<file path="config.mk">
export PLATFORM = sky130hd
export DESIGN_NAME = lane_sram
export DESIGN_NICKNAME = d
export VERILOG_FILES = /design/src/rtl/lane_sram_pkg.sv /design/src/rtl/lane_sram_wrq.sv /design/src/rtl/lane_sram_pwr.sv /design/src/rtl/lane_sram_array.sv /design/src/rtl/lane_sram.sv
export SDC_FILE = /design/constraint.sdc
export NUM_CORES = 2
export LEC_CHECK = 0
export BUFFER_PORTS_ARGS = -buffer_cell sky130_fd_sc_hd__buf_2
export CORE_MARGIN = 8
export CORE_UTILIZATION = 46
export DETAILED_ROUTE_END_ITERATION = 16
export PLACE_DENSITY = 0.57
export SLEW_MARGIN = 30
export SYNTH_ARGS = -nofsm -noshare
export SYNTH_HDL_FRONTEND = slang
export SYNTH_SLANG_ARGS = --single-unit
</file>
<file path="constraint.sdc">
create_clock -name clk -period 3.22 [get_ports clk]
set_input_delay 0.161 -clock clk [delete_from_list [all_inputs] [get_ports clk]]
set_output_delay 0.161 -clock clk [all_outputs]
set_load 0.01 [all_outputs]
</file>
<file path="src/rtl/lane_sram_pkg.sv">
package lane_sram_pkg;
  typedef enum logic [1:0] {
    ST_RUN   = 2'b00,
    ST_ENTER = 2'b01,
    ST_SLEEP = 2'b10,
    ST_WAKE  = 2'b11
  } pwr_st_e;
endpackage

</file>
<file path="src/rtl/lane_sram_wrq.sv">
module lane_sram_wrq #(
  parameter int LANES = 4
) (
  input  logic             glob_wr_n,
  input  logic             byte_wr_n,
  input  logic [LANES-1:0] lane_wr_n,
  output logic [LANES-1:0] lane_sel
);
  // global write wins; byte writes need the byte-write qualifier
  always_comb begin
    if (!glob_wr_n)      lane_sel = '1;
    else if (!byte_wr_n) lane_sel = ~lane_wr_n;
    else                 lane_sel = '0;
  end
endmodule

</file>
<file path="src/rtl/lane_sram_pwr.sv">
module lane_sram_pwr
  import lane_sram_pkg::*;
#(
  parameter int PD_CYC = 2
) (
  input  logic    clk,
  input  logic    rst,
  input  logic    pwr_dn,
  output pwr_st_e st,
  output logic    run_ok
);
  localparam int CW = (PD_CYC > 1) ? $clog2(PD_CYC) : 1;
  localparam logic [CW-1:0] CNT_LAST = CW'(PD_CYC - 1);

  pwr_st_e       st_q;
  logic [CW-1:0] cnt_q;

  always_ff @(posedge clk) begin
    if (rst) begin
      st_q  <= ST_RUN;
      cnt_q <= '0;
    end else begin
      case (st_q)
        ST_RUN: if (pwr_dn) begin
          st_q  <= ST_ENTER;
          cnt_q <= '0;
        end
        ST_ENTER: begin
          if (!pwr_dn)                st_q  <= ST_RUN;
          else if (cnt_q == CNT_LAST) st_q  <= ST_SLEEP;
          else                        cnt_q <= cnt_q + 1'b1;
        end
        ST_SLEEP: if (!pwr_dn) begin
          st_q  <= ST_WAKE;
          cnt_q <= '0;
        end
        default: begin
          if (cnt_q == CNT_LAST) st_q  <= ST_RUN;
          else                   cnt_q <= cnt_q + 1'b1;
        end
      endcase
    end
  end

  assign st     = st_q;
  assign run_ok = (st_q == ST_RUN) || (st_q == ST_ENTER);

  assert_sleep_via_enter_R6: assert property (@(posedge clk) disable iff (rst)
    (st_q == ST_SLEEP && $past(st_q) != ST_SLEEP) |-> $past(st_q) == ST_ENTER);

  assert_wake_via_sleep_R8: assert property (@(posedge clk) disable iff (rst)
    (st_q == ST_WAKE && $past(st_q) != ST_WAKE) |-> $past(st_q) == ST_SLEEP);
endmodule

</file>
<file path="src/rtl/lane_sram_array.sv">
module lane_sram_array #(
  parameter int ADDR_W = 6,
  parameter int LANES  = 4,
  parameter int LANE_W = 9
) (
  input  logic                    clk,
  input  logic [ADDR_W-1:0]       addr,
  input  logic [LANES-1:0]        we,
  input  logic                    re,
  input  logic [LANES*LANE_W-1:0] wdata,
  output logic [LANES*LANE_W-1:0] rdata
);
  localparam int DEPTH = 1 << ADDR_W;

  for (genvar l = 0; l < LANES; l++) begin : g_lane
    logic [LANE_W-1:0] mem [DEPTH];
    logic [LANE_W-1:0] rd_q;

    always_ff @(posedge clk) begin
      if (we[l]) mem[addr] <= wdata[l*LANE_W +: LANE_W];
      if (re)    rd_q      <= mem[addr];
    end

    assign rdata[l*LANE_W +: LANE_W] = rd_q;
  end
endmodule

</file>
<file path="src/rtl/lane_sram.sv">
module lane_sram
  import lane_sram_pkg::*;
#(
  parameter int ADDR_W = 6,
  parameter int LANES  = 4,
  parameter int LANE_W = 9,
  parameter int PD_CYC = 2
) (
  input  logic                    clk,
  input  logic                    rst,
  input  logic                    acc_vld,
  input  logic [ADDR_W-1:0]       addr,
  input  logic                    glob_wr_n,
  input  logic                    byte_wr_n,
  input  logic [LANES-1:0]        lane_wr_n,
  input  logic [LANES*LANE_W-1:0] wdata,
  input  logic                    oe_n,
  input  logic                    pwr_dn,
  output logic [LANES*LANE_W-1:0] rdata,
  output logic                    rdata_en,
  output logic [1:0]              pwr_status
);
  pwr_st_e          st;
  logic             run_ok;
  logic [LANES-1:0] lane_sel;
  logic [LANES-1:0] arr_we;
  logic             arr_re;
  logic             accept;
  logic             rd_live_q;

  lane_sram_pwr #(.PD_CYC(PD_CYC)) u_pwr (
    .clk(clk), .rst(rst), .pwr_dn(pwr_dn), .st(st), .run_ok(run_ok)
  );

  lane_sram_wrq #(.LANES(LANES)) u_wrq (
    .glob_wr_n(glob_wr_n), .byte_wr_n(byte_wr_n),
    .lane_wr_n(lane_wr_n), .lane_sel(lane_sel)
  );

  assign accept = acc_vld && run_ok;
  assign arr_we = accept ? lane_sel : '0;
  assign arr_re = accept && (lane_sel == '0);

  lane_sram_array #(.ADDR_W(ADDR_W), .LANES(LANES), .LANE_W(LANE_W)) u_arr (
    .clk(clk), .addr(addr), .we(arr_we), .re(arr_re),
    .wdata(wdata), .rdata(rdata)
  );

  // read data is live only in the cycle after an accepted read
  always_ff @(posedge clk) begin
    if (rst) rd_live_q <= 1'b0;
    else     rd_live_q <= arr_re;
  end

  assign rdata_en   = rd_live_q && !oe_n && (st != ST_SLEEP);
  assign pwr_status = st;

  assert_wr_no_drive_R5: assert property (@(posedge clk) disable iff (rst)
    (arr_we != '0) |=> !rdata_en);

  assert_drive_needs_oe_R4: assert property (@(posedge clk) disable iff (rst)
    rdata_en |-> !oe_n);

  assert_wake_holdoff_R8: assert property (@(posedge clk) disable iff (rst)
    (st == ST_WAKE) |-> (arr_we == '0 && !arr_re));

  assert_sleep_frozen_R7: assert property (@(posedge clk) disable iff (rst)
    (st == ST_SLEEP) |-> (arr_we == '0 && !arr_re));
endmodule

</file>
==> results_dict.tcl <==
set metrics [dict create \
    die-area_um2 209300 \
    dr.pass1.iters 8 \
    post-route-period-util 0.9110 \
    r2r_end "u_arr.g_lane[1].mem[46][3]" \
    grt_pass1_wl_um 449200 \
    synth_fp_nets 5265 \
    place_hpwl_um 211800 \
    syn_area_per_cell_um2 17.21 \
    cts.repair.resized 0 \
    finalSetupViolCount 0 \
    irDropWorstVdd_v 0.0004234 \
    synth_seq_cells 2344 \
    cts_num_sinks 2344 \
    fin_setup_tns_ns 0 \
    die_w_um 457.5 \
    stdcell_count 8523 \
    seq_area_um2 70350 \
    ios 92 \
    clockBufferDepth 3 \
    synth_warnings 0 \
    drive_above_1_share 0.2069 \
    hold_viol 0 \
    antenna_left 0 \
    power_density_nw_per_um2 619.3 \
    slew_violations 0 \
    required_ns 3.79 \
    whs_ns 0.05885 \
    port_buffers 91 \
    arrival_ns 3.50 \
    slew_headroom 0.2979 \
    grt_overflow 0 \
    yosysUniqueCellTypes 66 \
    htree_num_levels 4 \
    yosysSeqAreaShare 0.7847 \
    fillerInstances 15440 \
    vias 57250 \
    skew_ns 0.03880 \
    yosys_most_used_dff "edfxtp_1" \
    drt_iter0_drc 9531 \
    hp-start "wdata[9]" \
    min_path_type "primary input to flop" \
    gp_congestion 0.9189 \
    critPathMaxFanout 63 \
    power_leakage_uw 0.03355 \
    avgRoutedWirePerCell_um 38.62 \
    final.setup.worst_slack_ns 0.2866 \
    ff2ff_path_depth 7 \
    critPathLaunchType "flop" \
    synth_edf_count 2340 \
    crit_chain "inv_1, ha_1, o21a_1, nand2_2, buf_12, nor2_1, buf_4" \
    netlist_instances 5208 \
    core_area_um2 194400 \
    crit_path_end_kind "flop" \
    grt_max_degree 89 \
    r2r-start "u_pwr.st[0]" \
    root_buffer "clkbuf_16" \
    ys_top_cells_by_area "edfxtp_1 78%, a221oi_1 4.0%, a22oi_1 3.5%, nor2_1 1.7%, mux2_2 1.5%" \
    synthArstFlopShare 0 \
    slowest_stage "nor2_1" \
    initial_utilization 0.4612 \
    fin_crit_ns 2.933 \
    vias_per_cell 6.717 \
    cts_buffers 231 \
    path_class "flop to flop" \
    clock_latency_ns 0.88 \
    fin_nets 5829 \
    die_h_um 457.5 \
    multi_input_area_um2 17580 \
    status "complete, no violations" \
    grtUsageTotal 0.3038 \
    pre_cts_slack_ns 0.09497 \
    yosysTopAreaCell "edfxtp_1" \
    grt_pass1_vias 54140 \
    post_cts_buffers 0 \
    maxCapViolCount 0 \
    netlist_area_um2 89650 \
    rsz0062_at_grt "false" \
    areaGrowthSynthToFinish_pct 17.07 \
    antenna_found_initial 22 \
    drcViolationCount 0 \
    cts_tree "built" \
    place_inst 8042 \
    cts_hold_buf 29 \
    row_count 162 \
    tightest_slew_ns 1.053 \
    whs_endpoint "u_arr.g_lane[1].mem[34][0]" \
    whs_path_depth 1 \
    synth_top_area_share 0.7838 \
    fmax_mhz 340.9 \
    drt_wl_total_um 329200 \
    slowest_delay_ns 0.55 \
    clk_pin_slew_ns 0.06 \
    reg2reg_slack_ns 0.29 \
]
-- flip-flops by register name, indices dropped and copies added, names as in the netlist --
| name | flops |
|---|---|
| rd_live_q | 1 |
| u_arr.g_lane.mem | 2304 |
| u_pwr.cnt_q | 1 |
| u_pwr.st | 2 |
| u_arr.g_lane.rd_q | 36 |
-- through the flow --
stage,util,total power [uW],cell area (um2)
2_1_floorplan,-,36420,89650
3_3_place_gp,0.4991,38910,97010
3_5_place_dp,0.4997,38970,97130
4_1_cts,0.5390,65000,104800
5_1_grt,0.5398,66380,104900
6_report,0.5399,64990,104900
-- placed cells by master, fill, tap and decap left out, types with 17 or more instances in the layout --
master,Yosys,layout
clkbuf_16,0,231
a31oi_1,17,17
mux2_2,120,120
buf_4,21,551
mux2i_1,123,123
a22oi_1,418,418
clkinv_1,0,64
o22ai_1,152,152
buf_2,148,70
mux4_2,30,30
clkbuf_1,163,53
bufinv_16,0,19
o22a_1,26,26
nor3_1,65,64
clkinv_2,0,43
nor2_1,413,382
nor2_2,0,25
a22o_1,55,55
dlygate4sd3_1,0,39
a221oi_1,405,405
edfxtp_1,2340,2340
buf_12,0,74
o21ai_0,106,106
a21oi_1,97,97
o221ai_1,29,29
nand3_1,22,22
nand2_1,147,142
-- report_power, final --
group / internal (uW) / total [uW] / leakage (uW) / switching [uW]
sequential: 33800 / 33900 / 0.0211 / 103
combinational: 1330 / 4630 / 0.00889 / 3300
clock: 14700 / 26500 / 0.00358 / 11800
-- routing by layer --
metal  GRT usage  part of all wire  vias up
met5           0           0.00040        -
met4      0.1337             0.050       16
met3     0.07714              0.12      719
met2      0.4595              0.45     4197
met1      0.4188              0.38    29570
li1            -                 -    22750
-- logic make-up (layout without fill, tap and decap cells) --
logic type | Yosys count | after routing | share of synthesized area
DFF | 2344 | 2344 | 0.7847
AOI/OAI and AO/OA | 1429 | 1429 | 0.1206
and+or+nand+nor | 741 | 741 | 0.03559
other | 0 | 12 | 0
muxes | 277 | 277 | 0.03689
buffers and inverters | 413 | 1174 | 0.02166
adders and majority gates | 4 | 4 | 0.0005583
-- worst max-delay path by stage --
stage / slack [ns] / cells past startpoint / start / endpoint
floorplan: 0.29 / 5 / u_pwr.st[0] / u_arr.g_lane[0].rd_q[0]
global placement: 0.13 / 10 / addr[1] / u_arr.g_lane[2].rd_q[4]
detailed placement: 0.09 / 10 / addr[1] / u_arr.g_lane[2].rd_q[4]
CTS: 0.41 / 6 / u_pwr.st[0] / u_arr.g_lane[0].mem[50][2]
global route: 0.22 / 7 / u_pwr.st[0] / u_arr.g_lane[1].mem[46][4]
finish: 0.29 / 7 / u_pwr.st[0] / u_arr.g_lane[1].mem[46][3]
-- critical path, delay by kind of cell (launching register included) --
kind                       cells  cell delay, ns
adders and majority gates      1            0.28
and+or+nand+nor                2            0.83
AOI/OAI and AO/OA              1            0.41
DFF                            1            0.35
buffers and inverters          3            0.74
-- cells in the mapped netlist, types with 12 or more instances --
cell type	instances
o21ai_0	106
a211oi_1	15
buf_1	58
buf_2	148
buf_6	17
edfxtp_1	2340
mux4_2	30
o221ai_1	29
o2111ai_1	12
o211ai_1	13
o22ai_1	152
a31oi_1	17
a21oi_1	97
nand2_1	147
nor3_1	65
buf_4	21
o32ai_1	16
or4_1	15
a22oi_1	418
mux2i_1	123
nor2_1	413
o22a_1	26
clkbuf_1	163
mux2_2	120
a22o_1	55
a221oi_1	405
nand3_1	22
-- layout make-up --
type,count,share of cell area
inverters,6,0.0003338
clock buffers,284,0.05698
clock inverters,146,0.01301
repair buffers,738,0.06128
multi-input cells,2451,0.1675
well taps,2542,0.03031
diodes,12,0.0002861
flip-flops and latches,2344,0.6703
Power figures use the tool's default switching activity.
